$ cat config.mk
export PLATFORM = sky130hd
export DESIGN_NAME = wave_timer
export DESIGN_NICKNAME = d
export VERILOG_FILES = /design/src/rtl/wt_pkg.sv /design/src/rtl/wt_counter.sv /design/src/rtl/wt_channel.sv /design/src/rtl/wave_timer.sv
export SDC_FILE = /design/constraint.sdc
export NUM_CORES = 1
export LEC_CHECK = 0
export ABC_AREA = 0
export ABC_CLOCK_PERIOD_IN_PS = 4100
export BUFFER_PORTS_ARGS = -buffer_cell sky130_fd_sc_hd__buf_4
export CAP_MARGIN = 15
export CORE_ASPECT_RATIO = 1.1
export CORE_MARGIN = 2
export CORE_UTILIZATION = 60
export DETAILED_ROUTE_END_ITERATION = 12
export MAX_ROUTING_LAYER = met4
export PLACE_DENSITY = 0.8
export SLEW_MARGIN = 10
export SYNTH_ARGS = -nofsm -noshare
export SYNTH_HDL_FRONTEND = slang
export SYNTH_SLANG_ARGS = --single-unit
$ cat constraint.sdc
create_clock -name clk -period 4.1 [get_ports clk]
set_input_delay 0.41 -clock clk [delete_from_list [all_inputs] [get_ports clk]]
set_output_delay 0.41 -clock clk [all_outputs]
set_load 0.05 [all_outputs]
$ cat src/rtl/wt_pkg.sv
package wt_pkg;

  typedef enum logic [2:0] {
    M_NORMAL    = 3'b000,
    M_PC_FULL   = 3'b001,
    M_CTC       = 3'b010,
    M_FAST_FULL = 3'b011,
    M_RSV_A     = 3'b100,
    M_PC_VAR    = 3'b101,
    M_RSV_B     = 3'b110,
    M_FAST_VAR  = 3'b111
  } wt_mode_e;

  typedef enum logic [1:0] {
    ACT_OFF    = 2'b00,
    ACT_TOGGLE = 2'b01,
    ACT_LOW    = 2'b10,
    ACT_HIGH   = 2'b11
  } wt_act_e;

  localparam logic [2:0] A_CNT   = 3'd0;
  localparam logic [2:0] A_CMPA  = 3'd1;
  localparam logic [2:0] A_CMPB  = 3'd2;
  localparam logic [2:0] A_CTRL  = 3'd3;
  localparam logic [2:0] A_FLAGS = 3'd4;
  localparam logic [2:0] A_FORCE = 3'd5;

  function automatic logic is_phase(wt_mode_e m);
    return (m == M_PC_FULL) || (m == M_PC_VAR);
  endfunction

  function automatic logic is_fast(wt_mode_e m);
    return (m == M_FAST_FULL) || (m == M_FAST_VAR);
  endfunction

  function automatic logic is_pwm(wt_mode_e m);
    return is_phase(m) || is_fast(m);
  endfunction

  function automatic logic is_rsv(wt_mode_e m);
    return (m == M_RSV_A) || (m == M_RSV_B);
  endfunction

  function automatic logic is_var_top(wt_mode_e m);
    return (m == M_CTC) || (m == M_PC_VAR) || (m == M_FAST_VAR);
  endfunction

endpackage

$ cat src/rtl/wt_counter.sv
module wt_counter
  import wt_pkg::*;
#(
  parameter int CNT_W = 8
) (
  input  logic             clk,
  input  logic             rst_n,
  input  logic             tick,
  input  wt_mode_e         mode,
  input  logic [CNT_W-1:0] top_var,
  input  logic             ld,
  input  logic [CNT_W-1:0] ld_val,
  output logic [CNT_W-1:0] cnt,
  output logic             up,
  output logic             step,
  output logic             upd_ev,
  output logic             bottom_ev,
  output logic             ovf_ev
);

  localparam logic [CNT_W-1:0] MAXV = '1;
  localparam logic [CNT_W-1:0] ONE  = CNT_W'(1);

  logic [CNT_W-1:0] top, cnt_n;
  logic             up_n, at_top;

  assign top    = is_var_top(mode) ? top_var : MAXV;
  assign step   = tick & ~ld & ~is_rsv(mode);
  assign at_top = (cnt == top);

  always_comb begin
    cnt_n     = cnt;
    up_n      = up;
    upd_ev    = 1'b0;
    bottom_ev = 1'b0;
    ovf_ev    = 1'b0;
    if (step) begin
      if (is_phase(mode)) begin
        if (up) begin
          if (cnt >= top) begin
            up_n   = 1'b0;
            cnt_n  = (cnt == '0) ? '0 : cnt - ONE;
            upd_ev = 1'b1;
          end else begin
            cnt_n = cnt + ONE;
          end
        end else if (cnt == '0) begin
          up_n   = 1'b1;
          cnt_n  = (top == '0) ? '0 : ONE;
          ovf_ev = 1'b1;
        end else begin
          cnt_n = cnt - ONE;
        end
      end else begin
        up_n  = 1'b1;
        cnt_n = at_top ? '0 : cnt + ONE;
        if (is_fast(mode)) begin
          bottom_ev = at_top || (cnt == MAXV);
          upd_ev    = bottom_ev;
        end
        ovf_ev = (mode == M_FAST_VAR) ? at_top : (cnt == MAXV);
      end
    end
  end

  always_ff @(posedge clk or negedge rst_n) begin
    if (!rst_n) begin
      cnt <= '0;
      up  <= 1'b1;
    end else if (ld) begin
      cnt <= ld_val;
    end else begin
      cnt <= cnt_n;
      up  <= up_n;
    end
  end

  // a tick at compare A in clear-on-compare mode brings the count to zero
  p_ctc_clear_r4: assert property (@(posedge clk) disable iff (!rst_n)
    (step && mode == M_CTC && cnt == top_var) |=> (cnt == '0));

  // counting down moves by exactly one
  p_phase_down_r6: assert property (@(posedge clk) disable iff (!rst_n)
    (step && is_phase(mode) && !up && cnt != '0) |=> (cnt == $past(cnt) - ONE));

  // reserved modes hold the counter
  p_rsv_hold_r14: assert property (@(posedge clk) disable iff (!rst_n)
    (!ld && is_rsv(mode)) |=> $stable(cnt));

endmodule

$ cat src/rtl/wt_channel.sv
module wt_channel
  import wt_pkg::*;
#(
  parameter int CNT_W = 8
) (
  input  logic             clk,
  input  logic             rst_n,
  input  wt_mode_e         mode,
  input  wt_act_e          act,
  input  logic             wr,
  input  logic [CNT_W-1:0] wdata,
  input  logic             step,
  input  logic             upd_ev,
  input  logic             bottom_ev,
  input  logic             up,
  input  logic [CNT_W-1:0] cnt,
  input  logic             blk,
  input  logic             force_i,
  output logic [CNT_W-1:0] active,
  output logic             pin,
  output logic             oe,
  output logic             match
);

  logic [CNT_W-1:0] shadow, newest;
  logic             pin_n;

  assign newest = wr ? wdata : shadow;
  assign match  = step & ~blk & (cnt == active);
  assign oe     = (act != ACT_OFF);

  always_ff @(posedge clk or negedge rst_n) begin
    if (!rst_n) begin
      shadow <= '0;
      active <= '0;
    end else begin
      shadow <= newest;
      if (!is_pwm(mode) || upd_ev) active <= newest;
    end
  end

  always_comb begin
    pin_n = pin;
    if (!is_pwm(mode)) begin
      if (match || force_i) begin
        unique case (act)
          ACT_TOGGLE: pin_n = ~pin;
          ACT_LOW:    pin_n = 1'b0;
          ACT_HIGH:   pin_n = 1'b1;
          default:    pin_n = pin;
        endcase
      end
    end else if (act == ACT_TOGGLE) begin
      if (match) pin_n = ~pin;
    end else if (act != ACT_OFF) begin
      if (is_fast(mode)) begin
        if (bottom_ev)  pin_n = (act == ACT_LOW);
        else if (match) pin_n = (act == ACT_HIGH);
      end else if (match) begin
        pin_n = up ? (act == ACT_HIGH) : (act == ACT_LOW);
      end
    end
  end

  always_ff @(posedge clk or negedge rst_n) begin
    if (!rst_n) pin <= 1'b0;
    else        pin <= pin_n;
  end

  // a buffered write with no update point leaves the value in effect alone
  p_buf_hold_r7: assert property (@(posedge clk) disable iff (!rst_n)
    (wr && is_pwm(mode) && !upd_ev) |=> $stable(active));

  // a force strobe in a PWM mode changes nothing on the pin
  p_force_pwm_r12: assert property (@(posedge clk) disable iff (!rst_n)
    (force_i && is_pwm(mode) && !match && !bottom_ev) |=> $stable(pin));

  // a disconnected channel keeps its pin value
  p_off_hold_r9: assert property (@(posedge clk) disable iff (!rst_n)
    (act == ACT_OFF) |=> $stable(pin));

endmodule

$ cat src/rtl/wave_timer.sv
module wave_timer
  import wt_pkg::*;
#(
  parameter int CNT_W = 8
) (
  input  logic             clk,
  input  logic             rst_n,
  input  logic             tick,
  input  logic             reg_wr,
  input  logic [2:0]       reg_addr,
  input  logic [CNT_W-1:0] reg_wdata,
  output logic [CNT_W-1:0] reg_rdata,
  output logic             pin_a,
  output logic             pin_b,
  output logic             oe_a,
  output logic             oe_b,
  output logic [2:0]       flags
);

  localparam int NCH = 2;

  logic [7:0]       ctrl_q;
  logic [2:0]       flags_q, set_v, clr_v;
  logic             blk_q, cnt_wr;
  wt_mode_e         mode;
  logic [CNT_W-1:0] cnt;
  logic             up, step, upd_ev, bottom_ev, ovf_ev;
  logic [CNT_W-1:0] act_cmp [NCH];
  logic [NCH-1:0]   ch_pin, ch_oe, ch_match;

  assign mode   = wt_mode_e'(ctrl_q[2:0]);
  assign cnt_wr = reg_wr && (reg_addr == A_CNT);

  wt_counter #(.CNT_W(CNT_W)) u_cnt (
    .clk(clk), .rst_n(rst_n), .tick(tick), .mode(mode), .top_var(act_cmp[0]),
    .ld(cnt_wr), .ld_val(reg_wdata), .cnt(cnt), .up(up), .step(step),
    .upd_ev(upd_ev), .bottom_ev(bottom_ev), .ovf_ev(ovf_ev)
  );

  for (genvar i = 0; i < NCH; i++) begin : g_ch
    wt_channel #(.CNT_W(CNT_W)) u_ch (
      .clk(clk), .rst_n(rst_n), .mode(mode),
      .act(wt_act_e'(ctrl_q[4+2*i +: 2])),
      .wr(reg_wr && (reg_addr == A_CMPA + 3'(i))),
      .wdata(reg_wdata), .step(step), .upd_ev(upd_ev), .bottom_ev(bottom_ev),
      .up(up), .cnt(cnt), .blk(blk_q),
      .force_i(reg_wr && (reg_addr == A_FORCE) && reg_wdata[i]),
      .active(act_cmp[i]), .pin(ch_pin[i]), .oe(ch_oe[i]), .match(ch_match[i])
    );
  end

  assign set_v = {ch_match[1], ch_match[0], ovf_ev};
  assign clr_v = (reg_wr && reg_addr == A_FLAGS) ? reg_wdata[2:0] : 3'b000;

  always_ff @(posedge clk or negedge rst_n) begin
    if (!rst_n) begin
      ctrl_q  <= '0;
      flags_q <= '0;
      blk_q   <= 1'b0;
    end else begin
      blk_q   <= cnt_wr;
      flags_q <= (flags_q & ~clr_v) | set_v;
      if (reg_wr && reg_addr == A_CTRL) ctrl_q <= reg_wdata[7:0];
    end
  end

  always_comb begin
    unique case (reg_addr)
      A_CNT:   reg_rdata = cnt;
      A_CMPA:  reg_rdata = act_cmp[0];
      A_CMPB:  reg_rdata = act_cmp[1];
      A_CTRL:  reg_rdata = CNT_W'(ctrl_q);
      A_FLAGS: reg_rdata = CNT_W'(flags_q);
      default: reg_rdata = '0;
    endcase
  end

  assign pin_a = ch_pin[0];
  assign pin_b = ch_pin[1];
  assign oe_a  = ch_oe[0];
  assign oe_b  = ch_oe[1];
  assign flags = flags_q;

  // a hardware overflow set survives a same-cycle clear
  p_set_wins_r8: assert property (@(posedge clk) disable iff (!rst_n)
    set_v[0] |=> flags_q[0]);

  // a counter write keeps match A from setting its flag for two edges
  p_wr_blocks_r13: assert property (@(posedge clk) disable iff (!rst_n)
    (cnt_wr && !flags_q[1]) |-> ##2 !flags_q[1]);

endmodule

==> results of run 1 <==
-- state kept, by name (all words and copies together), names as in the netlist --
register          cells
flags                 3
u_cnt.cnt             8
g_ch.u_ch.pin         2
blk_q                 1
g_ch.u_ch.shadow     16
g_ch.u_ch.active     16
u_cnt.up              1
ctrl_q                8
-- critical path, cell delays in order, from the launching register on --
cell      delay (ns)
dfrtp_1         0.59
nand2_1         0.18
a21boi_1        0.51
nor2_1          0.14
ha_1            0.33
nand4_1         0.17
o31a_1          0.36
or4b_4          0.54
nand3_4         0.28
mux2_2          0.37
-- area by class of cell --
type	count	area, um^2
Sequential cell	55	1380
Tap cell	77	96.3
Inverter	10	37.5
Fill cell	445	1860
Clock inverter	3	33.8
Timing Repair Buffer	31	233
Multi-Input combinational cell	267	2130
Clock buffer	5	68.8
-- metrics by stage --
| stage | setup slack, ns | area, um^2 |
|---|---|---|
| floorplan | 1.11 | 3670 |
| global placement | 0.645 | 3880 |
| detailed placement | 0.583 | 3880 |
| CTS | 0.566 | 3980 |
| global route | 0.311 | 3980 |
| finish | 0.527 | 3980 |
-- synth_stat cells, types with 5 or more instances --
cell and n:
mux4_2 6, a21oi_1 14, mux2_2 31, ha_1 15, xnor2_1 22, a22oi_1 6
o21ai_0 15, clkbuf_1 12, nand2_1 21, nor2b_1 11, nor2_1 29, nand3_1 10
inv_1 9, dfrtp_1 54, mux2_4 11, nand4_1 11, o22ai_1 5
-- report_power, final --
group          switching (mW)  internal [mW]
registers               0.336          0.727
logic                   0.653          0.603
clock network           0.199          0.129
-- worst paths after layout --
check	startpoint	end	slack, ns
setup / recovery	ctrl_q[0]$_DFFE_PN0P_	g_ch[1].u_ch.active[3]$_DFFE_PN0P_	0.53
hold / removal	rst_n	g_ch[1].u_ch.shadow[4]$_DFF_PN0_	0.13
setup reg to reg	ctrl_q[0]$_DFFE_PN0P_	g_ch[1].u_ch.active[3]$_DFFE_PN0P_	0.53
hold reg to reg	flags[1]$_DFF_PN0_	flags[1]$_DFF_PN0_	0.51
max in group asynchronous	rst_n	u_cnt.cnt[2]$_DFFE_PN0P_	3.51
min in group clk	reg_wdata[6]	ctrl_q[6]$_DFFE_PN0P_	0.36
-- kinds of logic (layout without fill, tap and decap cells) --
kind of cell             Yosys count  after routing
AND/OR/NAND/NOR                  110            110
buffers and inverters             31             49
flip-flops                        55             55
XOR/XNOR                          25             25
AO/OA/AOI/OAI                     65             65
multiplexers                      52             52
adder cells (fa/ha/maj)           15             15
-- layer usage --
layer  vias to the layer above  track usage  wire, um  part of all wire
met5                         -            -         0                 0
met4                         0        0.121       318             0.035
met3                        25       0.0337       536             0.059
met2                       132        0.444      4250              0.47
met1                      1420        0.388      3930              0.44
li1                       1328            -         -                 -
==> results.md, run 1 <==
- Depth of the worst register-to-register path: 9
- Post-synth EDFFs: 0
- Pwr per Cell Area: 665 nW/um^2
- RD Place Congestion: 0.977
- Final hold vios: 0
- WL per Instance: 20.2 um
- Drt total wl: 9030 um
- TNS Setup: 0 ns
- Nets: 400
- Post-CTS resize count: 0
- CTS Hold Bufs: 0
- Slew margin rel.: 0.404
- Crit path DAT: 3.79 ns
- Sequential area share after synthesis: 0.376
- Cell count after placement: 440
- CP endpoint kind: flop
- Height of the die: 86.0 um
- Mapped Area: 3670 um^2
- Worst Path Required: 4.32 ns
- DIE AREA: 6750 um^2
- GR Overflow Total: 0
- Initial antenna violation count: 0
- Simple-Gate Fraction of Synth Area: 0.164
- Finished Core Util: 0.682
- Reg clk slew, reported paths: 0.11 ns
- Yosys Warn Count: 0
- Worst Tran Pin Value: 0.880 ns
- Vias/cell: 6.48
- Static Leak: 1.70 nW
- Share of the synthesized area in the top cell type: 0.368
- Post-CTS Setup Bufs: 0
- Max-cap violations: 0
- Vias post-DR: 2905
- Layout cells sized above 1: 0.267
- Area leader, netlist: dfrtp_1
- Multiplexer share of the synthesized area: 0.188
- Io pins: 30
- Core area: 5840 um^2
- TritonCTS clock tree: done
- Top cells by area, synth: dfrtp_1 37%, mux2_2 9.5%, xnor2_1 5.3%
- FFs w/ async S/R, synth: 1.00
- CTS HTree Levels: 2
- Synthesized area per cell: 10.4 um^2
- Vias in the first global route: 2843
- Antenna-violating nets left: 0
- Main combinational cell family by area after synthesis: multiplexers
- IO buf count: 29
- Worst Skew: 0.0156 ns
- DP HPWL: 6450 um
- Crit path max fanout: 17
- Antenna cell count: 0
- Synth cell types: 57
- TritonRoute pass-1 iters: 6
- Status: completed
- Largest net degree at the start of global routing: 56
- Top_reg_cell synth: dfrtp_1
- Final setup violation count: 0
- Unrepaired setup endpoints after global routing: false
- Min-Delay Path Class: input pin to asynchronous set/reset pin
- All-Layer GR Usage: 0.288
- IR drop worst, VDD: 0.000491 V
- Period minus WS final: 3.57 ns
- Synthesized flop and latch total: 55
- Initial Utilization: 0.628
- Root Buffer: clkbuf_8
- Latest clock arrival within the worst-skew pair: 0.32 ns
- CTS Buffer Depth: 2
- CP Launch Type: flop
- Xor-xnor portion of the synthesized cell area: 0.0597
- TritonCTS buffer count: 5
- Post-Syn Instances: 353
- Most frequent cells in the layout: 54 x dfrtp_1, 31 x mux2_2, 31 x buf_4
- Final period utilization: 0.871
- Leading cell type in the layout, fill and taps excluded: dfrtp_1
- Critical path type: flop to flop
- Post-Synth Adder-Cell Area: 0.0512
- Synth-to-layout area growth: 8.56%
- Synth Area in Compound Gates: 0.119
- Max Fclk: 0.280 GHz
- Post-Layout Cell Count: 448
- Pwr Total: 2.65 mW
- Row count: 29
- Number of remaining DRC errors: 0
- CTS sink count: 55
- First-pass GRT wire length: 14500 um
- Final hold slack: 0.126 ns
- Post-Syn Nets: 383
- DRT iter0 DRCs: 257
- Final-report max-slew violation count: 0
- Chip width: 78.5 um
No activity file was read; power rests on OpenSTA's default activity.
==> run 2, diff against run 1 <==
CORE_UTILIZATION = 62   (was 60)
CTS_BUF_LIST = sky130_fd_sc_hd__clkbuf_8   (was not set)
PLACE_DENSITY = 0.82   (was 0.8)
SYNTH_HIERARCHICAL = 1   (was not set)
==> results.md, run 2 <==
- CTS HTree Levels: 2 (unchanged)
- TritonCTS buffer count: 5 (unchanged)
- Core area: 5770 um^2 (-1.2%)
- Antenna-violating nets left: 0 (unchanged)
- Top_reg_cell synth: dfrtp_1
- Largest net degree at the start of global routing: 56 (unchanged)
- IO buf count: 29 (unchanged)
- WL per Instance: 21.1 um (+4.8%)
- Worst Tran Pin Value: 0.749 ns (-0.131 ns)
- Io pins: 30 (unchanged)
- Row count: 29 (unchanged)
- TritonCTS clock tree: done
- Number of remaining DRC errors: 0 (unchanged)
- Yosys Warn Count: 6 (+6)
- Fraction of power consumed by combinational cells: 0.497 (+0.023)
- Post-Syn Nets: 388 (+1.3%)
- TNS Setup: 0 ns (unchanged)
- CTS Buffer Depth: 2 (unchanged)
- Post-CTS resize count: 0 (unchanged)
- Mapped Area: 3720 um^2 (+1.4%)
- Vias post-DR: 3121 (+7.4%)
- All-Layer GR Usage: 0.319 (+0.0310)
- Status: completed
- Crit path DAT: 3.74 ns (-0.05 ns)
- Pwr per Cell Area: 677 nW/um^2 (+1.8%)
- Nets: 413 (+3.3%)
- Min-Delay Path Class: input pin to asynchronous set/reset pin
- Max Fclk: 0.284 GHz (+1.3%)
- Reg clk slew, reported paths: 0.11 ns (about the same)
- Critical path type: flop to flop
- CP endpoint kind: flop
- First-pass GRT wire length: 15700 um (+8.3%)
- Count leader, synth: dfrtp_1
- Slew margin rel.: 0.495 (+0.0911)
- Initial Utilization: 0.645 (+0.0168)
- Final hold vios: 0 (unchanged)
- Antenna cell count: 0 (unchanged)
- TritonRoute pass-1 iters: 5 (-1)
- Synth cell types: 62 (+8.8%)
- CTS Hold Bufs: 0 (unchanged)
- FFs w/ async S/R, synth: 1.00 (unchanged)
- Top cells by count, synth: 54 x dfrtp_1, 46 x mux2_2, 28 x nor2_1, 22 x xnor2_1
- Synth-to-layout area growth: 9.19%
- Largest regs: g_ch.u_ch/active: 16 flops, g_ch.u_ch/shadow: 16 flops
- Post-CTS Setup Bufs: 0 (unchanged)
- Sequential power share: 0.385 (-0.016)
- Share of the synthesized area in the top cell type: 0.363 (-0.00508)
- Layout cells sized above 1: 0.302 (+0.0347)
- IR drop worst, VDD: 0.000360 V (-27%)
- Vias/cell: 6.71 (+3.5%)
- RD Place Congestion: 0.892 (-8.7%)
- DIE AREA: 6630 um^2 (-1.8%)
- Area leader, netlist: dfrtp_1
- Static Leak: 1.71 nW (+0.87%)
- Final-report max-slew violation count: 0 (unchanged)
- Power Internal: 1.49 mW (+2.0%)
- Worst Skew: 0.0137 ns (-0.00191 ns)
- Vias in the first global route: 3029 (+6.5%)
- Most frequent cells in the layout: 54 x dfrtp_1, 46 x mux2_2, 35 x buf_4
- CTS sink count: 55 (unchanged)
- Period minus WS final: 3.53 ns (-0.0459 ns)
- Power share of the clock group: 0.119 (-0.005)
- Synthesized area per cell: 10.3 um^2 (-1.1%)
- CP Launch Type: flop
- Worst Path Required: 4.32 ns (about the same)
- Latest clock arrival within the worst-skew pair: 0.33 ns (about the same)
- Fillers: 445 (unchanged)
- Root Buffer: clkbuf_8
- Initial antenna violation count: 0 (unchanged)
- Max-cap violations: 0 (unchanged)
- Post-synth EDFFs: 0 (unchanged)
- Synthesized flop and latch total: 55 (unchanged)
- Chip width: 77.8 um (-0.89%)
- Height of the die: 85.2 um (-0.90%)
- DP HPWL: 6980 um (+8.3%)
- Final period utilization: 0.860 (-0.0112)
- Unrepaired setup endpoints after global routing: false
- Pwr Total: 2.75 mW (+3.8%)
- Post-Syn Instances: 362 (+2.5%)
- Crit path max fanout: 8 (-9)
- Sw Pwr: 1.26 mW (+6.0%)
- Leading cell type in the layout, fill and taps excluded: dfrtp_1
- DRT iter0 DRCs: 290 (+13%)
- Final setup violation count: 0 (unchanged)
- Sequential area share after synthesis: 0.370 (-0.00518)
- Sw frac: 0.458 (+0.00964)
- GR Overflow Total: 0 (unchanged)
- Top cells by area, synth: dfrtp_1 36%, mux2_2 14%, xnor2_1 5.2%
- Drt total wl: 9820 um (+8.8%)
-- run 2: power groups by stage --
stage          combinational, mW  sequential [mW]  clock (mW)
2_1_floorplan               1.05            0.984           0
3_5_place_dp                1.34             1.05           0
6_report                    1.36             1.06       0.326
4_1_cts                     1.35             1.04       0.329
3_3_place_gp                1.28             1.04           0
5_1_grt                     1.46             1.08       0.346
-- run 2: final timing paths --
kind                                                            to                             start  depth (start not counted)  slack [ns]
worst min-delay path                      u_cnt/cnt[5]$_DFFE_PN0P_                             rst_n                          1         0.1
worst min register to register    g_ch[0].u_ch/shadow[7]$_DFF_PN0_  g_ch[0].u_ch/shadow[7]$_DFF_PN0_                          1        0.50
max in group asynchronous         g_ch[0].u_ch/shadow[0]$_DFF_PN0_                             rst_n                          1        3.50
worst max-delay path            g_ch[1].u_ch/active[4]$_DFFE_PN0P_             ctrl_q[2]$_DFFE_PN0P_                         12        0.57
min in group clk                             ctrl_q[3]$_DFFE_PN0P_                      reg_wdata[3]                          2        0.36
worst max register to register  g_ch[1].u_ch/active[4]$_DFFE_PN0P_             ctrl_q[2]$_DFFE_PN0P_                         12        0.57
-- run 2: final cells by class --
class / instances / area [um^2] / area share
flip-flops and latches: 55 / 1380 / 0.339
multi-input cells: 280 / 2190 / 0.539
well taps: 77 / 96.3 / 0.0237
inverters: 10 / 37.5 / 0.00925
clock inverters: 3 / 27.5 / 0.00678
repair buffers: 35 / 263 / 0.0647
clock buffers: 5 / 68.8 / 0.0169
-- run 2: through the flow --
| stage | hold WS, ns | util | instances | setup WS, ns | instance area, um^2 |
|---|---|---|---|---|---|
| floorplan | 0.114 | - | 362 | 0.868 | 3720 |
| global placement | 0.476 | 0.687 | 457 | 0.859 | 3960 |
| detailed placement | 0.482 | 0.687 | 457 | 0.677 | 3960 |
| CTS | 0.141 | 0.704 | 465 | 0.639 | 4060 |
| global route | 0.177 | 0.704 | 465 | 0.304 | 4060 |
| finish | 0.0992 | 0.704 | 465 | 0.573 | 4060 |
-- run 2: kinds of logic after synthesis --
logic type	count (synthesis)	share of synthesized area
flip-flops	55	0.370
multiplexers	56	0.186
XOR/XNOR	24	0.0565
buffers and inverters	27	0.0407
adder cells (fa/ha/maj)	11	0.0370
AO/OA/AOI/OAI	67	0.125
AND/OR/NAND/NOR	122	0.185
-- run 2: metal layers --
metal / routed length (um) / vias up / part of all wire / GRT usage
met5: 0 / - / 0 / -
met4: 363 / 0 / 0.037 / 0.140
met3: 754 / 43 / 0.077 / 0.0628
met2: 4610 / 174 / 0.47 / 0.491
met1: 4090 / 1541 / 0.42 / 0.411
li1: - / 1363 / - / -
-- run 2: critical path, cell delays in order (launching register included) --
cell and delay [ns]:
dfrtp_1 0.49, nor3b_1 0.09, a21oi_1 0.45, nor2_1 0.11, ha_1 0.34, and4_1 0.22
o21ai_0 0.12, nor2_1 0.17, o21ai_0 0.15, or2_2 0.29, a21oi_1 0.22, nand2b_1 0.39
mux2_2 0.39
